$ cat src/rtl/btdel_pkg.sv
package btdel_pkg;

  typedef enum logic {
    OP_FIND_MIN = 1'b0,
    OP_DELETE   = 1'b1
  } op_e;

  typedef enum logic [3:0] {
    ST_IDLE,
    ST_WALK_RQ,
    ST_WALK,
    ST_LEAF,
    ST_LFET_RQ,
    ST_LFET,
    ST_ATT_RQ,
    ST_ATT,
    ST_COPY_RQ,
    ST_COPY,
    ST_RESP
  } state_e;

endpackage

$ cat src/rtl/btdel_key_cmp.sv
module btdel_key_cmp #(
  parameter int VAL_W = 8
) (
  input  logic [VAL_W-1:0] key_a,
  input  logic [VAL_W-1:0] node_b,
  output logic             a_lt_b,
  output logic             a_eq_b
);
  assign a_lt_b = key_a < node_b;
  assign a_eq_b = key_a == node_b;
endmodule

$ cat src/rtl/btdel_free_fifo.sv
module btdel_free_fifo #(
  parameter int ADDR_W = 5,
  parameter int DEPTH  = 32
) (
  input  logic              clk,
  input  logic              rst_n,
  input  logic              push,
  input  logic [ADDR_W-1:0] push_addr,
  output logic              out_valid,
  input  logic              out_ready,
  output logic [ADDR_W-1:0] out_addr
);
  localparam int PW = $clog2(DEPTH);
  localparam int CW = PW + 1;

  logic [ADDR_W-1:0] slots [DEPTH];
  logic [PW-1:0]     wp, rp;
  logic [CW-1:0]     fill;
  logic              full, wr_en, rd_en;

  assign full      = fill == CW'(DEPTH);
  assign out_valid = fill != '0;
  assign out_addr  = slots[rp];
  assign wr_en     = push && !full;
  assign rd_en     = out_valid && out_ready;

  always_ff @(posedge clk) begin
    if (wr_en) slots[wp] <= push_addr;
  end

  always_ff @(posedge clk) begin
    if (!rst_n) begin
      wp   <= '0;
      rp   <= '0;
      fill <= '0;
    end else begin
      if (wr_en) wp <= wp + 1'b1;
      if (rd_en) rp <= rp + 1'b1;
      case ({wr_en, rd_en})
        2'b10:   fill <= fill + 1'b1;
        2'b01:   fill <= fill - 1'b1;
        default: fill <= fill;
      endcase
    end
  end
endmodule

$ cat src/rtl/btree_min_del.sv
module btree_min_del
  import btdel_pkg::*;
#(
  parameter int VAL_W  = 8,
  parameter int CNT_W  = 4,
  parameter int ADDR_W = 5
) (
  input  logic                            clk,
  input  logic                            rst_n,
  input  logic                            cmd_valid,
  output logic                            cmd_ready,
  input  logic                            cmd_op,
  input  logic [VAL_W-1:0]                cmd_key,
  output logic                            res_valid,
  input  logic                            res_ready,
  output logic                            res_found,
  output logic [VAL_W-1:0]                res_value,
  output logic [CNT_W-1:0]                res_count,
  output logic                            mem_rd,
  output logic                            mem_we,
  output logic [ADDR_W-1:0]               mem_addr,
  output logic [VAL_W+CNT_W+2*ADDR_W-1:0] mem_wdata,
  input  logic [VAL_W+CNT_W+2*ADDR_W-1:0] mem_rdata,
  output logic                            free_valid,
  input  logic                            free_ready,
  output logic [ADDR_W-1:0]               free_addr
);
  localparam int NODE_W   = VAL_W + CNT_W + 2 * ADDR_W;
  localparam int R_LO     = 0;
  localparam int L_LO     = ADDR_W;
  localparam int C_LO     = 2 * ADDR_W;
  localparam int V_LO     = 2 * ADDR_W + CNT_W;
  localparam int FL_DEPTH = 1 << ADDR_W;
  localparam logic [ADDR_W-1:0] NIL = '0;

  state_e             st;
  op_e                op_q;
  logic [VAL_W-1:0]   key_q, lval;
  logic [ADDR_W-1:0]  cur, par, tgt, src, tgt_left;
  logic [NODE_W-1:0]  par_node;
  logic               par_right;

  logic [VAL_W-1:0]   rd_val;
  logic [CNT_W-1:0]   rd_cnt;
  logic [ADDR_W-1:0]  rd_left, rd_right;
  logic [VAL_W-1:0]   cmp_a;
  logic               k_lt, k_eq;
  logic               push;
  logic [ADDR_W-1:0]  push_addr;

  assign rd_val   = mem_rdata[V_LO +: VAL_W];
  assign rd_cnt   = mem_rdata[C_LO +: CNT_W];
  assign rd_left  = mem_rdata[L_LO +: ADDR_W];
  assign rd_right = mem_rdata[R_LO +: ADDR_W];

  // One comparator serves both the key search and the reattach descent
  assign cmp_a = (st == ST_ATT) ? lval : key_q;

  btdel_key_cmp #(.VAL_W(VAL_W)) u_cmp (
    .key_a  (cmp_a),
    .node_b (rd_val),
    .a_lt_b (k_lt),
    .a_eq_b (k_eq)
  );

  btdel_free_fifo #(.ADDR_W(ADDR_W), .DEPTH(FL_DEPTH)) u_free (
    .clk       (clk),
    .rst_n     (rst_n),
    .push      (push),
    .push_addr (push_addr),
    .out_valid (free_valid),
    .out_ready (free_ready),
    .out_addr  (free_addr)
  );

  assign cmd_ready = (st == ST_IDLE);
  assign res_valid = (st == ST_RESP);

  // RAM port and free-list push, decoded from the current state
  always_comb begin
    mem_rd    = 1'b0;
    mem_we    = 1'b0;
    mem_addr  = cur;
    mem_wdata = '0;
    push      = 1'b0;
    push_addr = src;
    case (st)
      ST_WALK_RQ, ST_ATT_RQ: mem_rd = 1'b1;
      ST_LFET_RQ: begin
        mem_rd   = 1'b1;
        mem_addr = tgt_left;
      end
      ST_COPY_RQ: begin
        mem_rd   = 1'b1;
        mem_addr = src;
      end
      ST_LEAF: begin
        mem_we = 1'b1;
        if (tgt == NIL) begin
          mem_addr  = NIL;
          mem_wdata = '0;
        end else begin
          mem_addr  = par;
          mem_wdata = par_node;
          if (par_right) mem_wdata[R_LO +: ADDR_W] = NIL;
          else           mem_wdata[L_LO +: ADDR_W] = NIL;
          push      = 1'b1;
          push_addr = tgt;
        end
      end
      ST_ATT: begin
        mem_wdata = mem_rdata;
        if (k_lt && rd_left == NIL) begin
          mem_we = 1'b1;
          mem_wdata[L_LO +: ADDR_W] = tgt_left;
        end else if (!k_lt && rd_right == NIL) begin
          mem_we = 1'b1;
          mem_wdata[R_LO +: ADDR_W] = tgt_left;
        end
      end
      ST_COPY: begin
        mem_we    = 1'b1;
        mem_addr  = tgt;
        mem_wdata = mem_rdata;
        push      = 1'b1;
        push_addr = src;
      end
      default: ;
    endcase
  end

  always_ff @(posedge clk) begin
    if (!rst_n) begin
      st        <= ST_IDLE;
      op_q      <= OP_FIND_MIN;
      key_q     <= '0;
      lval      <= '0;
      cur       <= NIL;
      par       <= NIL;
      tgt       <= NIL;
      src       <= NIL;
      tgt_left  <= NIL;
      par_node  <= '0;
      par_right <= 1'b0;
      res_found <= 1'b0;
      res_value <= '0;
      res_count <= '0;
    end else begin
      case (st)
        ST_IDLE: if (cmd_valid) begin
          op_q  <= op_e'(cmd_op);
          key_q <= cmd_key;
          cur   <= NIL;
          st    <= ST_WALK_RQ;
        end
        ST_WALK_RQ: st <= ST_WALK;
        ST_WALK: begin
          if (cur == NIL && rd_cnt == '0) begin
            res_found <= 1'b0;
            res_value <= '0;
            res_count <= '0;
            st        <= ST_RESP;
          end else if (op_q == OP_FIND_MIN) begin
            if (rd_left != NIL) begin
              cur <= rd_left;
              st  <= ST_WALK_RQ;
            end else begin
              res_found <= 1'b1;
              res_value <= rd_val;
              res_count <= rd_cnt;
              st        <= ST_RESP;
            end
          end else if (k_eq) begin
            tgt       <= cur;
            tgt_left  <= rd_left;
            res_found <= 1'b1;
            res_value <= rd_val;
            res_count <= rd_cnt;
            if (rd_left == NIL && rd_right == NIL) begin
              st <= ST_LEAF;
            end else if (rd_right != NIL) begin
              src <= rd_right;
              st  <= (rd_left != NIL) ? ST_LFET_RQ : ST_COPY_RQ;
            end else begin
              src <= rd_left;
              st  <= ST_COPY_RQ;
            end
          end else begin
            if ((k_lt ? rd_left : rd_right) == NIL) begin
              res_found <= 1'b0;
              res_value <= '0;
              res_count <= '0;
              st        <= ST_RESP;
            end else begin
              par       <= cur;
              par_node  <= mem_rdata;
              par_right <= !k_lt;
              cur       <= k_lt ? rd_left : rd_right;
              st        <= ST_WALK_RQ;
            end
          end
        end
        ST_LEAF:    st <= ST_RESP;
        ST_LFET_RQ: st <= ST_LFET;
        ST_LFET: begin
          lval <= rd_val;
          cur  <= src;
          st   <= ST_ATT_RQ;
        end
        ST_ATT_RQ: st <= ST_ATT;
        ST_ATT: begin
          if (k_lt) begin
            if (rd_left == NIL) st <= ST_COPY_RQ;
            else begin
              cur <= rd_left;
              st  <= ST_ATT_RQ;
            end
          end else begin
            if (rd_right == NIL) st <= ST_COPY_RQ;
            else begin
              cur <= rd_right;
              st  <= ST_ATT_RQ;
            end
          end
        end
        ST_COPY_RQ: st <= ST_COPY;
        ST_COPY:    st <= ST_RESP;
        ST_RESP:    if (res_ready) st <= ST_IDLE;
        default:    st <= ST_IDLE;
      endcase
    end
  end
endmodule

$ cat config.mk
export PLATFORM = sky130hd
export DESIGN_NAME = btree_min_del
export DESIGN_NICKNAME = d
export VERILOG_FILES = /design/src/rtl/btdel_pkg.sv /design/src/rtl/btdel_key_cmp.sv /design/src/rtl/btdel_free_fifo.sv /design/src/rtl/btree_min_del.sv
export SDC_FILE = /design/constraint.sdc
export NUM_CORES = 1
export LEC_CHECK = 0
export ABC_AREA = 1
export BUFFER_PORTS_ARGS = -buffer_cell sky130_fd_sc_hd__buf_2
export CELL_PAD_IN_SITES_DETAIL_PLACEMENT = 0
export CELL_PAD_IN_SITES_GLOBAL_PLACEMENT = 1
export CORE_MARGIN = 1
export CORE_UTILIZATION = 47
export CTS_CLUSTER_DIAMETER = 40
export DETAILED_ROUTE_END_ITERATION = 8
export PLACE_DENSITY_LB_ADDON = 0.1
export SETUP_SLACK_MARGIN = 0.1
export SYNTH_ARGS = -nofsm -noshare
export SYNTH_HDL_FRONTEND = slang
export SYNTH_HIERARCHICAL = 1
export SYNTH_SLANG_ARGS = --single-unit
$ cat constraint.sdc
create_clock -name clk -period 6.05 [get_ports clk]
set_input_delay 0.9075 -clock clk [delete_from_list [all_inputs] [get_ports clk]]
set_output_delay 0.9075 -clock clk [all_outputs]
set_load 0.05 [all_outputs]
### After elaboration in Yosys (flattened, before gate mapping)

Memories as Yosys holds them, arrays and structs flattened. A register that Yosys moved wholly into a read port is not among the register bits.
Cells that the tools add are included.

| storage, ports and cells | value |
|---|---|
| register bits after elaboration | 98 |
| bits in writable memories | 160 |
| input port bits | 36 |
| logic and storage cells | 144 |
| memories | 1 |

| cells by class | value |
|---|---|
| add/sub/neg operators | 4 |
| $lt $le $gt $ge | 1 |
| equality and inequality tests | 24 |
| muxes and demuxes | 64 |
| bitwise operators | 4 |
| reduce and logical (&&, ||, !) cells | 29 |

Memory list:

| memory | words | width | rd ports | clocked after Yosys merged registers in | wr ports | line | text |
|---|---|---|---|---|---|---|---|
| u_free.slots | 32 | 5 | 1 | 1 | 1 | btdel_free_fifo.sv:16 | `logic [ADDR_W-1:0] slots [DEPTH];` |

Operator list:

| cell | number |
|---|---|
| 5-bit 2-to-1 mux | 21 |
| 4-bit 2-to-1 mux | 18 |
| 22-bit one-hot mux with 3 select lines | 1 |
| 8-bit 2-to-1 mux | 6 |
| 4-bit one-hot mux with 10 select lines | 1 |
| 5-bit one-hot mux with 4 select lines | 2 |
| 5-bit zero test | 5 |
| 22-bit 2-to-1 mux | 1 |
| 3-bit != test (second input constant) | 6 |
| 4-bit by 3-bit == test with 1-bit output (second input constant) | 4 |
| 4-bit == test (second input constant) | 3 |
| 6-bit one-hot mux with 2 select lines | 1 |
| 1-bit 2-to-1 mux | 11 |
| 5-bit by 1-bit adder with 5-bit output (second input constant) | 2 |
| 5-bit AND reduction | 2 |
| 5-bit nonzero test | 2 |
| 4-bit by 2-bit == test with 1-bit output (second input constant) | 2 |
| 8-bit == test | 1 |
| 4-bit zero test | 2 |
| 8-bit < comparator | 1 |
| 8-bit AND reduction | 1 |
| 6-bit by 1-bit adder with 6-bit output (second input constant) | 1 |
| 6-bit == test (second input constant) | 1 |
| 1-bit logical AND | 6 |
| other kinds (18) | 25 |

### Logic depth before layout (Yosys ltp)

| depth | value |
|---|---|
| depth after elaboration | 10 |
| depth in mapped cells | 27 |
| gate-level depth less buffers | 24 |

### Hierarchy

Netlist, hierarchy kept.

Modules (own cells, without submodules):

| module | times used | cells each | area an instance (um^2) |
|---|---|---|---|
| btdel_free_fifo | 1 | 730 | 7800.0 |
| btree_min_del | 1 | 637 | 4216.5 |
| btdel_key_cmp | 1 | 37 | 221.5 |

### Worst setup path after synthesis

Ideal clock, no wire load.

| timing | value |
|---|---|
| path type | register to output |
| start point | register st[2] |
| end point | output port mem_wdata[5] |
| arrival | 3277 ps |
| slack | 1866 ps |
| cell stages (with the launch flop) | 17 |
| path buffers | 2 |
| cells stage by stage | dfxtp_1 -> inv_1 -> nor2_1 -> nand2_1 -> inv_1 -> buf_2 -> buf_2 -> nand2_1 -> o21ai_0 -> ha_1 -> a21oi_1 -> nand2_1 -> a21oi_1 -> nand4_2 -> inv_1 -> nand2_1 -> o21ai_0 |

| between the ends | value |
|---|---|
| word-level cells in the longest chain between the ends | 6 |
| elaborated cells between the ends (all ways) | 8 |
| classes of those cells | order compare: 1; eq/ne: 3; mux: 3; reduce/logical: 1 |

RTL lines:

| what | line | text |
|---|---|---|
| from (decl) | btree_min_del.sv:36 | `state_e st;` |
| from (signal assigned) | btree_min_del.sv:183 | `st <= (rd_left != NIL) ? ST_LFET_RQ : ST_COPY_RQ;` |
| 4-bit by 3-bit == test with 1-bit output | btree_min_del.sv:57 | `assign cmp_a = (st == ST_ATT) ? lval : key_q;` |
| 8-bit 2-to-1 mux | btree_min_del.sv:57 |  |
| named net cmp_a[7] | btree_min_del.sv:46 | `logic [VAL_W-1:0] cmp_a;` |
| 8-bit < comparator | btdel_key_cmp.sv:9 | `assign a_lt_b = key_a < node_b;` |
| named net k_lt | btree_min_del.sv:47 | `logic k_lt, k_eq;` |
| 1-bit logical AND | btree_min_del.sv:113 | `if (k_lt && rd_left == NIL) begin` |
| 5-bit 2-to-1 mux | btree_min_del.sv:113 |  |
| 22-bit one-hot mux with 3 select lines | btree_min_del.sv:87 | `case (st)` |
| to (decl) | btree_min_del.sv:22 | `output logic [VAL_W+CNT_W+2*ADDR_W-1:0] mem_wdata,` |

The timed path passes the listed nets, and every way through them passes these cells.

### Worst setup path after layout

Same ends and word-level chain as after synthesis.

==> metrics.cfg <==
[cts]
clk_pin_slew_ns = 0.05
htreeDepth = 2
worstSkewPairLatency_ns = 0.51
cts.sinks = 263
hold_buffers = 0
cts_tree = built
cts-root-buf = clkbuf_16
ctsLongestPathBuffers = 3
ctsResizeCount = 0
cts_setup_buffers = 0
cts_buffers = 40

[sta]
max_freq_ghz = 0.193
hold_viol = 0
maxSlewHeadroom_pct = 37.2
fin_hold_ws_ns = 0.454
final-setup-viol-count = 0
rsz0062_at_grt = no
drv_slew = 0
tns_ns = 0
finalCritPeriodShare_pct = 85.6
worst_pin_slew_ns = 0.942
fin_crit_ns = 5.18
skew_ns = 0.0144

[setup_path]
reg2reg_slack_ns = 1.88
r2r_start = st[2]
path_common_cell = nand2_1
path_delay_family = buffers and inverters
cp_slowest_cell = inv_1
crit_required_ns = 5.14
endpoint_kind = output port
crit_chain = inv_1 > nor2_1 > nand2_1 > inv_1 > o21ai_0 > ha_1 > nand2_1 > nand2_1 > nand2_1 > nand2_1 > a21oi_1 > buf_4 > nand4_2 > inv_1 > nand2_1 > o21ai_0 > buf_2
critPathKind = reg2out
r2r_end = st[0]
startpoint_type = flip-flop
r2r_cells = 21
slowest_delay_ns = 0.70
cp_data_arrival_time_ns = 4.27
cp_num_buf_inv = 5
cp_max_fo = 30
crit_cells = 17

[cells_and_area]
antenna_cells = 0
multiInputGateArea_um2 = 4570
postLayoutCoreUtil_pct = 55.9
fillCellCount = 2347
drive_gt1_share_pct = 13.8
syn2layout_area_growth_pct = 15.7
layout.nets = 1528
seq_area_um2 = 6870

[logic_synthesis]
yosysUniqueCellTypes = 41
synth_edf_count = 160
synth_flop_cell = edfxtp_1
synth_area_per_cell_um2 = 8.72
synth-seq-area-share_pct = 56.1
synth.top_cells.by_count = nand2_1 (342), edfxtp_1 (160), nand3_1 (153), nor2_1 (148), inv_1 (104)
synth-async-reset-ratio_pct = 0
postSynthCellCount = 1404
ys_top_cells_by_area = edfxtp_1 (39%), dfxtp_1 (17%), nand2_1 (10%)
synth_top_area_share_pct = 39.3
yosysMostFrequentCell = nand2_1
synth_seq_cells = 263
synth_area_um2 = 12200
synth_nets = 1458
yosys_warnings = 6
synth_top_cell_by_area = edfxtp_1

[floorplanning]
ioPinCount = 86
die-width_um = 163
start_util_pct = 48.3
die_area_um2 = 26700
die-height_um = 163
core_area_um2 = 25300
rows = 58

[routing]
drtPass1Iterations = 5
drt-total-wl_um = 31300
wire_per_inst_um = 17.1
via_count = 9713
antenna_left = 0
route.detailed.drc = 0
drtIter0Drc = 730
viasPerCell = 5.30

[min_path]
whs_endpoint = res_found
hp-class = reg2reg
whs_path_depth = 2
min_from = res_found

[place]
port_buffers = 85
dpl.hpwl_um = 20500
gp_congestion = 0.836

[global_route]
grt_first_pass_wirelength_um = 49800
antenna_found_initial = 0
grt_max_degree = 81
overflow = 0
track_usage_pct = 23.9
grt_pass1_vias = 9340

[pwr]
p_leak_uw = 0.00585
p_total_uw = 5590
power.density_nw_per_um2 = 395
ir_worst_vdd_mv = 0.231

[run_status]
status = finished clean

[flow_run]
maxCapViolations = 0

where the power goes:
part,total [µW],switching (µW),internal (µW)
registers,2040,94.2,1950
logic,1240,885,357
clock network,2310,831,1480
total,5590,1810,3780
worst reg2reg max path, delay by kind of cell (launching register included):
family | cells | cell delay (ns)
AO/OA/AOI/OAI | 2 | 0.41
flip-flops | 1 | 0.33
AND/OR/NAND/NOR | 13 | 1.44
buffers and inverters | 5 | 1.53
adder cells (fa/ha/maj) | 1 | 0.35
final cells by class:
| type | count | share of cell area (%) |
|---|---|---|
| Timing Repair Buffer | 95 | 3.53 |
| Clock inverter | 27 | 2.22 |
| Multi-Input combinational cell | 957 | 32.3 |
| Sequential cell | 263 | 48.5 |
| Tap cell | 330 | 2.92 |
| Clock buffer | 45 | 7.38 |
| Inverter | 117 | 3.15 |
routing by layer:
metal	GRT usage, %	up-vias	routed length (µm)
met5	0	-	0
met3	3.86	36	1470
met1	30.8	4567	14200
met2	41.4	244	15100
li1	-	4866	-
met4	6.46	0	509
per-stage QoR:
| stage | instances | cell area [µm²] | setup WS, ns |
|---|---|---|---|
| 6_report | 1834 | 14200 | 0.871 |
| 5_1_grt | 1834 | 14200 | 0.390 |
| 4_1_cts | 1834 | 14200 | 0.870 |
| 3_5_place_dp | 1762 | 12800 | 1.47 |
| 3_3_place_gp | 1762 | 12800 | 1.54 |
| 2_1_floorplan | 1404 | 12200 | 1.87 |
kinds of logic after synthesis:
kind of cell	Yosys count	share of synthesized area (%)
AND/OR/NAND/NOR	679	23.6
XOR/XNOR	8	0.634
AO/OA/AOI/OAI	252	10.9
buffers and inverters	184	6.91
adder cells (fa/ha/maj)	18	1.84
flip-flops	263	56.1
flip-flops by register name, indices dropped and copies added (netlist names), 5 cells and up, named ones only:
signal,count
u_free/fill,6
key_q,8
u_free/slots,160
lval,8
u_free/rp,5
cur,5
tgt,5
u_free/wp,5
par,5
par_node,22
res_value,8
src,5
tgt_left,5
worst max path at each step:
stage               slack (ns)  startpoint            to
finish                    0.87       st[2]  mem_wdata[5]
global route              0.39       st[2]  mem_wdata[5]
floorplan                 1.87       st[2]  mem_wdata[5]
global placement          1.54       st[2]  mem_wdata[3]
CTS                       0.87       st[2]  mem_wdata[5]
detailed placement        1.47       st[2]  mem_wdata[7]
layout by cell type (no fill, tap or decap), types with 5 or more instances in the layout:
master,n
ha_1,18
clkbuf_16,41
dfxtp_1,102
nand3_1,153
o21ai_1,23
inv_6,5
a21oi_1,103
inv_1,104
nand2_4,5
nor2_1,148
buf_2,85
nor2_2,5
buf_4,10
o221ai_1,8
edfxtp_1,160
o31ai_1,6
bufinv_16,5
o22ai_1,9
nand2_1,342
inv_2,10
o21ai_0,90
nand2_2,7
nor3_1,7
clkinv_4,5
clkinv_2,5
Note: power is estimated with default switching activity, not from simulation.
